==> config.mk <==
export PLATFORM = sky130hd
export DESIGN_NAME = wipe_ctrl
export DESIGN_NICKNAME = d
export VERILOG_FILES = /design/src/rtl/wipe_pkg.sv /design/src/rtl/wipe_key_lock.sv /design/src/rtl/wipe_sweeper.sv /design/src/rtl/wipe_regs.sv /design/src/rtl/wipe_ctrl.sv
export SDC_FILE = /design/constraint.sdc
export NUM_CORES = 1
export LEC_CHECK = 0
export ABC_CLOCK_PERIOD_IN_PS = 3780
export CAP_MARGIN = 0
export CORE_UTILIZATION = 30
export CTS_CLUSTER_DIAMETER = 40
export CTS_CLUSTER_SIZE = 12
export DETAILED_ROUTE_END_ITERATION = 8
export HOLD_SLACK_MARGIN = 0.05
export PLACE_DENSITY = 0.95
export SLEW_MARGIN = 20
export SYNTH_ARGS = -nofsm -noshare
export SYNTH_HDL_FRONTEND = slang
export SYNTH_SLANG_ARGS = --single-unit
==> constraint.sdc <==
create_clock -name clk -period 3.78 [get_ports clk]
set_input_delay 0.567 -clock clk [delete_from_list [all_inputs] [get_ports clk]]
set_output_delay 0.567 -clock clk [all_outputs]
set_load 0.05 [all_outputs]
==> src/rtl/wipe_pkg.sv <==
package wipe_pkg;
  typedef enum logic [1:0] {
    KS_SHUT  = 2'd0,
    KS_HALF  = 2'd1,
    KS_OPEN  = 2'd2
  } key_state_t;

  localparam logic [7:0] KEY_BYTE_A = 8'hCA;
  localparam logic [7:0] KEY_BYTE_B = 8'h53;

  localparam int CTRL_WORD = 0;
  localparam int KEY_WORD  = 1;
  localparam int START_POS = 0;
  localparam int BUSY_POS  = 1;
endpackage

==> src/rtl/wipe_key_lock.sv <==
module wipe_key_lock
  import wipe_pkg::*;
#(
  parameter int KEY_W = 8
) (
  input  logic             clk,
  input  logic             rst,
  input  logic             key_wr,
  input  logic [KEY_W-1:0] key_byte,
  input  logic             relock,
  output logic             unlocked
);
  key_state_t state_q, state_d;

  always_comb begin
    state_d = state_q;
    if (key_wr) begin
      if (key_byte == KEY_W'(KEY_BYTE_A))
        state_d = KS_HALF;
      else if (key_byte == KEY_W'(KEY_BYTE_B) && state_q == KS_HALF)
        state_d = KS_OPEN;
      else
        state_d = KS_SHUT;
    end
    if (relock)
      state_d = KS_SHUT;
  end

  always_ff @(posedge clk) begin
    if (rst) state_q <= KS_SHUT;
    else     state_q <= state_d;
  end

  assign unlocked = (state_q == KS_OPEN);


  wrong_key_chk: assert property (@(posedge clk) disable iff (rst)
    (key_wr && key_byte != KEY_W'(KEY_BYTE_A) && key_byte != KEY_W'(KEY_BYTE_B))
      |=> !unlocked);


  relock_chk: assert property (@(posedge clk) disable iff (rst)
    relock |=> !unlocked);
endmodule

==> src/rtl/wipe_sweeper.sv <==
module wipe_sweeper #(
  parameter int DEPTH  = 16,
  parameter int DATA_W = 32,
  localparam int AW    = (DEPTH > 1) ? $clog2(DEPTH) : 1
) (
  input  logic              clk,
  input  logic              rst,
  input  logic              go,
  output logic              busy,
  output logic              finishing,
  output logic              mem_we,
  output logic [AW-1:0]     mem_addr,
  output logic [DATA_W-1:0] mem_wdata
);
  localparam logic [AW-1:0] LAST = AW'(DEPTH - 1);

  logic          active_q;
  logic [AW-1:0] addr_q;

  always_ff @(posedge clk) begin
    if (rst) begin
      active_q <= 1'b0;
      addr_q   <= '0;
    end else if (active_q) begin
      if (addr_q == LAST) begin
        active_q <= 1'b0;
        addr_q   <= '0;
      end else begin
        addr_q <= addr_q + AW'(1);
      end
    end else if (go) begin
      active_q <= 1'b1;
      addr_q   <= '0;
    end
  end

  assign busy      = active_q;
  assign finishing = active_q && (addr_q == LAST);
  assign mem_we    = active_q;
  assign mem_addr  = addr_q;
  assign mem_wdata = '0;


  addr_step_chk: assert property (@(posedge clk) disable iff (rst)
    (mem_we && $past(mem_we)) |-> (mem_addr == $past(mem_addr) + AW'(1)));


  sweep_origin_chk: assert property (@(posedge clk) disable iff (rst)
    $rose(mem_we) |-> (mem_addr == '0));
endmodule

==> src/rtl/wipe_regs.sv <==
module wipe_regs
  import wipe_pkg::*;
#(
  parameter int REG_AW = 2,
  parameter int BUS_W  = 32,
  parameter int KEY_W  = 8
) (
  input  logic              clk,
  input  logic              rst,
  input  logic              bus_wr,
  input  logic              bus_rd,
  input  logic [REG_AW-1:0] bus_addr,
  input  logic [BUS_W-1:0]  bus_wdata,
  input  logic              unlocked,
  input  logic              busy,
  input  logic              finishing,
  output logic              go,
  output logic              start_flag,
  output logic              key_wr,
  output logic [KEY_W-1:0]  key_byte,
  output logic [BUS_W-1:0]  bus_rdata
);
  logic             start_q;
  logic [BUS_W-1:0] rdata_q;
  logic             ctrl_sel;

  assign ctrl_sel = (bus_addr == REG_AW'(CTRL_WORD));
  assign key_wr   = bus_wr && (bus_addr == REG_AW'(KEY_WORD));
  assign key_byte = bus_wdata[KEY_W-1:0];
  assign go       = bus_wr && ctrl_sel && bus_wdata[START_POS] && unlocked && !busy;

  always_ff @(posedge clk) begin
    if (rst)            start_q <= 1'b0;
    else if (finishing) start_q <= 1'b0;
    else if (go)        start_q <= 1'b1;
  end

  always_ff @(posedge clk) begin
    if (rst) begin
      rdata_q <= '0;
    end else if (bus_rd) begin
      rdata_q <= '0;
      if (ctrl_sel) begin
        rdata_q[START_POS] <= start_q;
        rdata_q[BUSY_POS]  <= busy;
      end
    end
  end

  assign start_flag = start_q;
  assign bus_rdata  = rdata_q;


  start_clear_chk: assert property (@(posedge clk) disable iff (rst)
    finishing |=> !start_flag);
endmodule

==> src/rtl/wipe_ctrl.sv <==
module wipe_ctrl
  import wipe_pkg::*;
#(
  parameter int DEPTH  = 16,
  parameter int DATA_W = 32,
  parameter int BUS_W  = 32,
  parameter int REG_AW = 2,
  localparam int KEY_W = 8,
  localparam int AW    = (DEPTH > 1) ? $clog2(DEPTH) : 1
) (
  input  logic              clk,
  input  logic              rst,
  input  logic              bus_wr,
  input  logic              bus_rd,
  input  logic [REG_AW-1:0] bus_addr,
  input  logic [BUS_W-1:0]  bus_wdata,
  output logic [BUS_W-1:0]  bus_rdata,
  output logic              mem_we,
  output logic [AW-1:0]     mem_addr,
  output logic [DATA_W-1:0] mem_wdata
);
  logic             unlocked;
  logic             busy;
  logic             finishing;
  logic             go;
  logic             start_flag;
  logic             key_wr;
  logic [KEY_W-1:0] key_byte;

  wipe_regs #(.REG_AW(REG_AW), .BUS_W(BUS_W), .KEY_W(KEY_W)) u_regs (
    .clk(clk), .rst(rst),
    .bus_wr(bus_wr), .bus_rd(bus_rd), .bus_addr(bus_addr), .bus_wdata(bus_wdata),
    .unlocked(unlocked), .busy(busy), .finishing(finishing),
    .go(go), .start_flag(start_flag), .key_wr(key_wr), .key_byte(key_byte),
    .bus_rdata(bus_rdata)
  );

  wipe_key_lock #(.KEY_W(KEY_W)) u_lock (
    .clk(clk), .rst(rst),
    .key_wr(key_wr), .key_byte(key_byte),
    .relock(go || finishing),
    .unlocked(unlocked)
  );

  wipe_sweeper #(.DEPTH(DEPTH), .DATA_W(DATA_W)) u_sweep (
    .clk(clk), .rst(rst), .go(go),
    .busy(busy), .finishing(finishing),
    .mem_we(mem_we), .mem_addr(mem_addr), .mem_wdata(mem_wdata)
  );


  erase_needs_key_chk: assert property (@(posedge clk) disable iff (rst)
    $rose(busy) |-> $past(unlocked));


  busy_flag_pair_chk: assert property (@(posedge clk) disable iff (rst)
    busy |-> start_flag);


  done_relock_chk: assert property (@(posedge clk) disable iff (rst)
    $fell(busy) |-> !unlocked);
endmodule

==> impl_metrics.sql <==
INSERT INTO impl_metrics (metric_group, metric, value, unit) VALUES
('synthesis', 'synth-seq-cells', '10', ''),
('routing', 'wirelength', '1.385', 'mm'),
('global_route', 'antenna_found_initial', '0', ''),
('setup_path', 'r2r_start', 'u_sweep.mem_addr[0]$_SDFFE_PP0P_', ''),
('cells_and_area', 'finish.net_count', '181', ''),
('routing', 'drc_errors', '0', ''),
('floorplanning', 'effective_utilization_at_floorplan', '31.76', '%'),
('cts', 'cts_made_buffers', '3', ''),
('setup_path', 'worst_setup_path_startpoint', 'u_sweep.busy$_SDFF_PP0_', ''),
('synthesis', 'synth_seq_area_share', '20.65', '%'),
('global_route', 'gr_usage_total', '8.276', '%'),
('synthesis', 'top_area_cells_in_the_synthesized_netlist', 'buf_4 (49%), dfxtp_1 (21%), a21oi_1 (3.1%)', ''),
('cts', 'cts.repair_timing.setup_buffer_count', '0', ''),
('synthesis', 'synth_area', '969.7', 'sq um'),
('timing', 'max_clock_skew', '0.001415', 'ns'),
('place', 'finalWeightedCongestion', '0.7477', ''),
('cts', 'cts_tree', 'built', ''),
('floorplanning', 'core_area', '3053', 'sq um'),
('timing', 'fin_tns_setup', '0', 'ns'),
('synthesis', 'largest_family_of_logic_cells_by_synthesized_area', 'buffers and inverters', ''),
('routing', 'met1Wirelength', '520', 'microns'),
('status', 'outcome', 'complete, no violations', ''),
('routing', 'avgRoutedWirePerCell', '7.486', 'microns'),
('synthesis', 'synth.yosys.warnings', '0', ''),
('cts', 'clk_slew_on_worst_s_h_paths', '0.07', 'ns'),
('floorplanning', 'io_pins', '107', ''),
('cells_and_area', 'fillerInstances', '325', ''),
('setup_path', 'r2r.worst_path.cells', '4', ''),
('floorplanning', 'die_w', '58.86', 'microns'),
('timing', 'slew_viol_final', '0', ''),
('cts', 'clock-sinks', '10', ''),
('place', 'port_buffers', '20', ''),
('timing', 'post-route-period-util', '60.55', '%'),
('cells_and_area', 'num_antenna_cells', '0', ''),
('cells_and_area', 'drive_gt1_share', '4.965', '%'),
('floorplanning', 'floorplan.die.height', '58.86', 'microns'),
('setup_path', 'cp.depth', '1', ''),
('setup_path', 'path_cells', 'clkdlybuf4s50_1', ''),
('global_route', 'grt_start_max_net_pins', '14', ''),
('setup_path', 'rrSetupSlack', '2.46', 'ns'),
('timing', 'timing.fmax', '0.4369', 'GHz'),
('synthesis', 'ys_types', '29', ''),
('cells_and_area', 'area.growth.synth_to_final', '4.516', '%'),
('job', 'maxCapViolCount', '0', ''),
('routing', 'routed-wl-met3', '125', 'microns'),
('cells_and_area', 'layoutNonFillerInstCount', '185', ''),
('synthesis', 'synth_common_cells', 'buf_4 (63), dfxtp_1 (10), a21oi_1 (6), nand3_1 (5)', ''),
('cts', 'ctsHoldBuffers', '0', ''),
('pwr', 'power_density', '351.2', 'nW/um^2'),
('setup_path', 'critPathKind', 'flop to output pin', ''),
('cts', 'cts_root_buffer', 'clkbuf_4', ''),
('timing', 'finalHoldWorstSlack', '0.4647', 'ns'),
('timing', 'rsz_0062_raised_after_global_routing', 'false', ''),
('synthesis', 'synthMostInstantiatedCell', 'buf_4', ''),
('global_route', 'globalRouteOverflowTotal', '0', ''),
('pwr', 'power.static_leakage', '0.0004924', 'uW'),
('synthesis', 'post-synth-top-area-cell', 'buf_4', ''),
('routing', 'detail_route.vias_per_cell', '3.627', ''),
('place', 'detailedPlacementHpwl', '1.142', 'mm'),
('routing', 'via_count', '671', ''),
('cts', 'clock_latency_of_the_later_clocked_register_in_the_worst_skew_pair', '0.26', 'ns'),
('timing', 'finalSetupViolCount', '0', ''),
('routing', 'detail-route-antenna-nets', '0', ''),
('global_route', 'grt_first_pass_wirelength', '2.187', 'mm'),
('synthesis', 'async_flop_share', '0', '%'),
('floorplanning', 'floorplan.rows', '20', ''),
('timing', 'report.final.hold_viol_count', '0', ''),
('cells_and_area', 'post-route-cell-area', '1013', 'sq um'),
('setup_path', 'timing.critical_path.buf_inv', '1', ''),
('setup_path', 'timing.rr.end', 'u_sweep.mem_addr[3]$_SDFFE_PP0P_', ''),
('routing', 'firstDrtPassIters', '4', '');
==> how the worst min path moves through the flow <==
stage                                startpoint  slack [ns]                               end  depth (start not counted)
2_1_floorplan    u_lock.state_q[0]$_SDFFE_PP0P_        0.45    u_lock.state_q[0]$_SDFFE_PP0P_                          2
3_3_place_gp   u_regs.bus_rdata[1]$_SDFFE_PP0P_        0.46  u_regs.bus_rdata[1]$_SDFFE_PP0P_                          2
3_5_place_dp   u_regs.bus_rdata[0]$_SDFFE_PP0P_        0.46  u_regs.bus_rdata[0]$_SDFFE_PP0P_                          2
4_1_cts        u_regs.bus_rdata[1]$_SDFFE_PP0P_        0.47  u_regs.bus_rdata[1]$_SDFFE_PP0P_                          2
5_1_grt        u_regs.bus_rdata[0]$_SDFFE_PP0P_        0.49  u_regs.bus_rdata[0]$_SDFFE_PP0P_                          2
6_report       u_regs.bus_rdata[0]$_SDFFE_PP0P_        0.46  u_regs.bus_rdata[0]$_SDFFE_PP0P_                          2
==> registers in the layout, summed over array words and instances (netlist names) <==
| name | count |
|---|---|
| u_regs.start_flag | 1 |
| u_sweep.busy | 1 |
| u_regs.bus_rdata | 2 |
| u_lock.state_q | 2 |
| u_sweep.mem_addr | 4 |
==> metrics by stage <==
stage               util [%]  setup WS, ns
floorplan                  -         2.283
global placement       32.01         1.808
detailed placement     32.01         1.782
CTS                    33.20         1.494
global route           33.20         1.430
finish                 33.20         1.491
==> final cells by class <==
type / instances / area [sq um] / share of cell area [%]
Tap cell: 44 / 55.05 / 5.432
Sequential cell: 10 / 200.2 / 19.75
Inverter: 2 / 7.507 / 0.7407
Multi-Input combinational cell: 105 / 514.2 / 50.74
Timing Repair Buffer: 20 / 200.2 / 19.75
Clock buffer: 4 / 36.28 / 3.580
==> worst min-delay path, delay by kind of cell, from the launching register on <==
family / cells / cell delay (ns)
compound gates: 1 / 0.05
flops: 1 / 0.31
simple gates: 1 / 0.06
==> report_power, final <==
part | total, uW | internal (uW) | switching [uW] | leakage [uW]
Sequential | 105 | 105 | 0.00444 | 0.0000805
Combinational | 155 | 14.2 | 141 | 0.000391
Clock | 95.7 | 58.4 | 37.2 | 0.0000210
Total | 356 | 178 | 178 | 0.000492
==> placed cells by master, fill, tap and decap left out <==
master           instances
nand2b_1                 4
or3_1                    1
a31o_1                   1
nand3_1                  5
a21o_1                   1
inv_1                    2
nand4_2                  1
ha_1                     1
clkbuf_4                 3
conb_1                  62
nand2_1                  4
a21oi_1                  6
a21oi_2                  1
clkbuf_8                 1
nand3b_1                 2
nand4_1                  2
a31oi_1                  1
o21ai_0                  1
and3_1                   1
o211ai_2                 1
nor3b_1                  1
dfxtp_1                 10
a211oi_1                 1
nor4bb_1                 1
a311oi_1                 1
nor2_1                   3
and4bb_1                 1
clkdlybuf4s50_1         20
nor2b_1                  1
a2bb2oi_1                1
==> kinds of logic after synthesis <==
family,count (synthesis)
AND/OR/NAND/NOR,27
other,1
flip-flops,10
buffers and inverters,66
adder cells (fa/ha/maj),1
AO/OA/AOI/OAI,15
==> layer usage <==
layer / global-route usage (%) / vias to the layer above
met5: 0 / -
met1: 8.969 / 300
met3: 1.319 / 2
met4: 6.122 / 0
met2: 14.45 / 49
li1: - / 320
(Power assumes the default switching activity.)
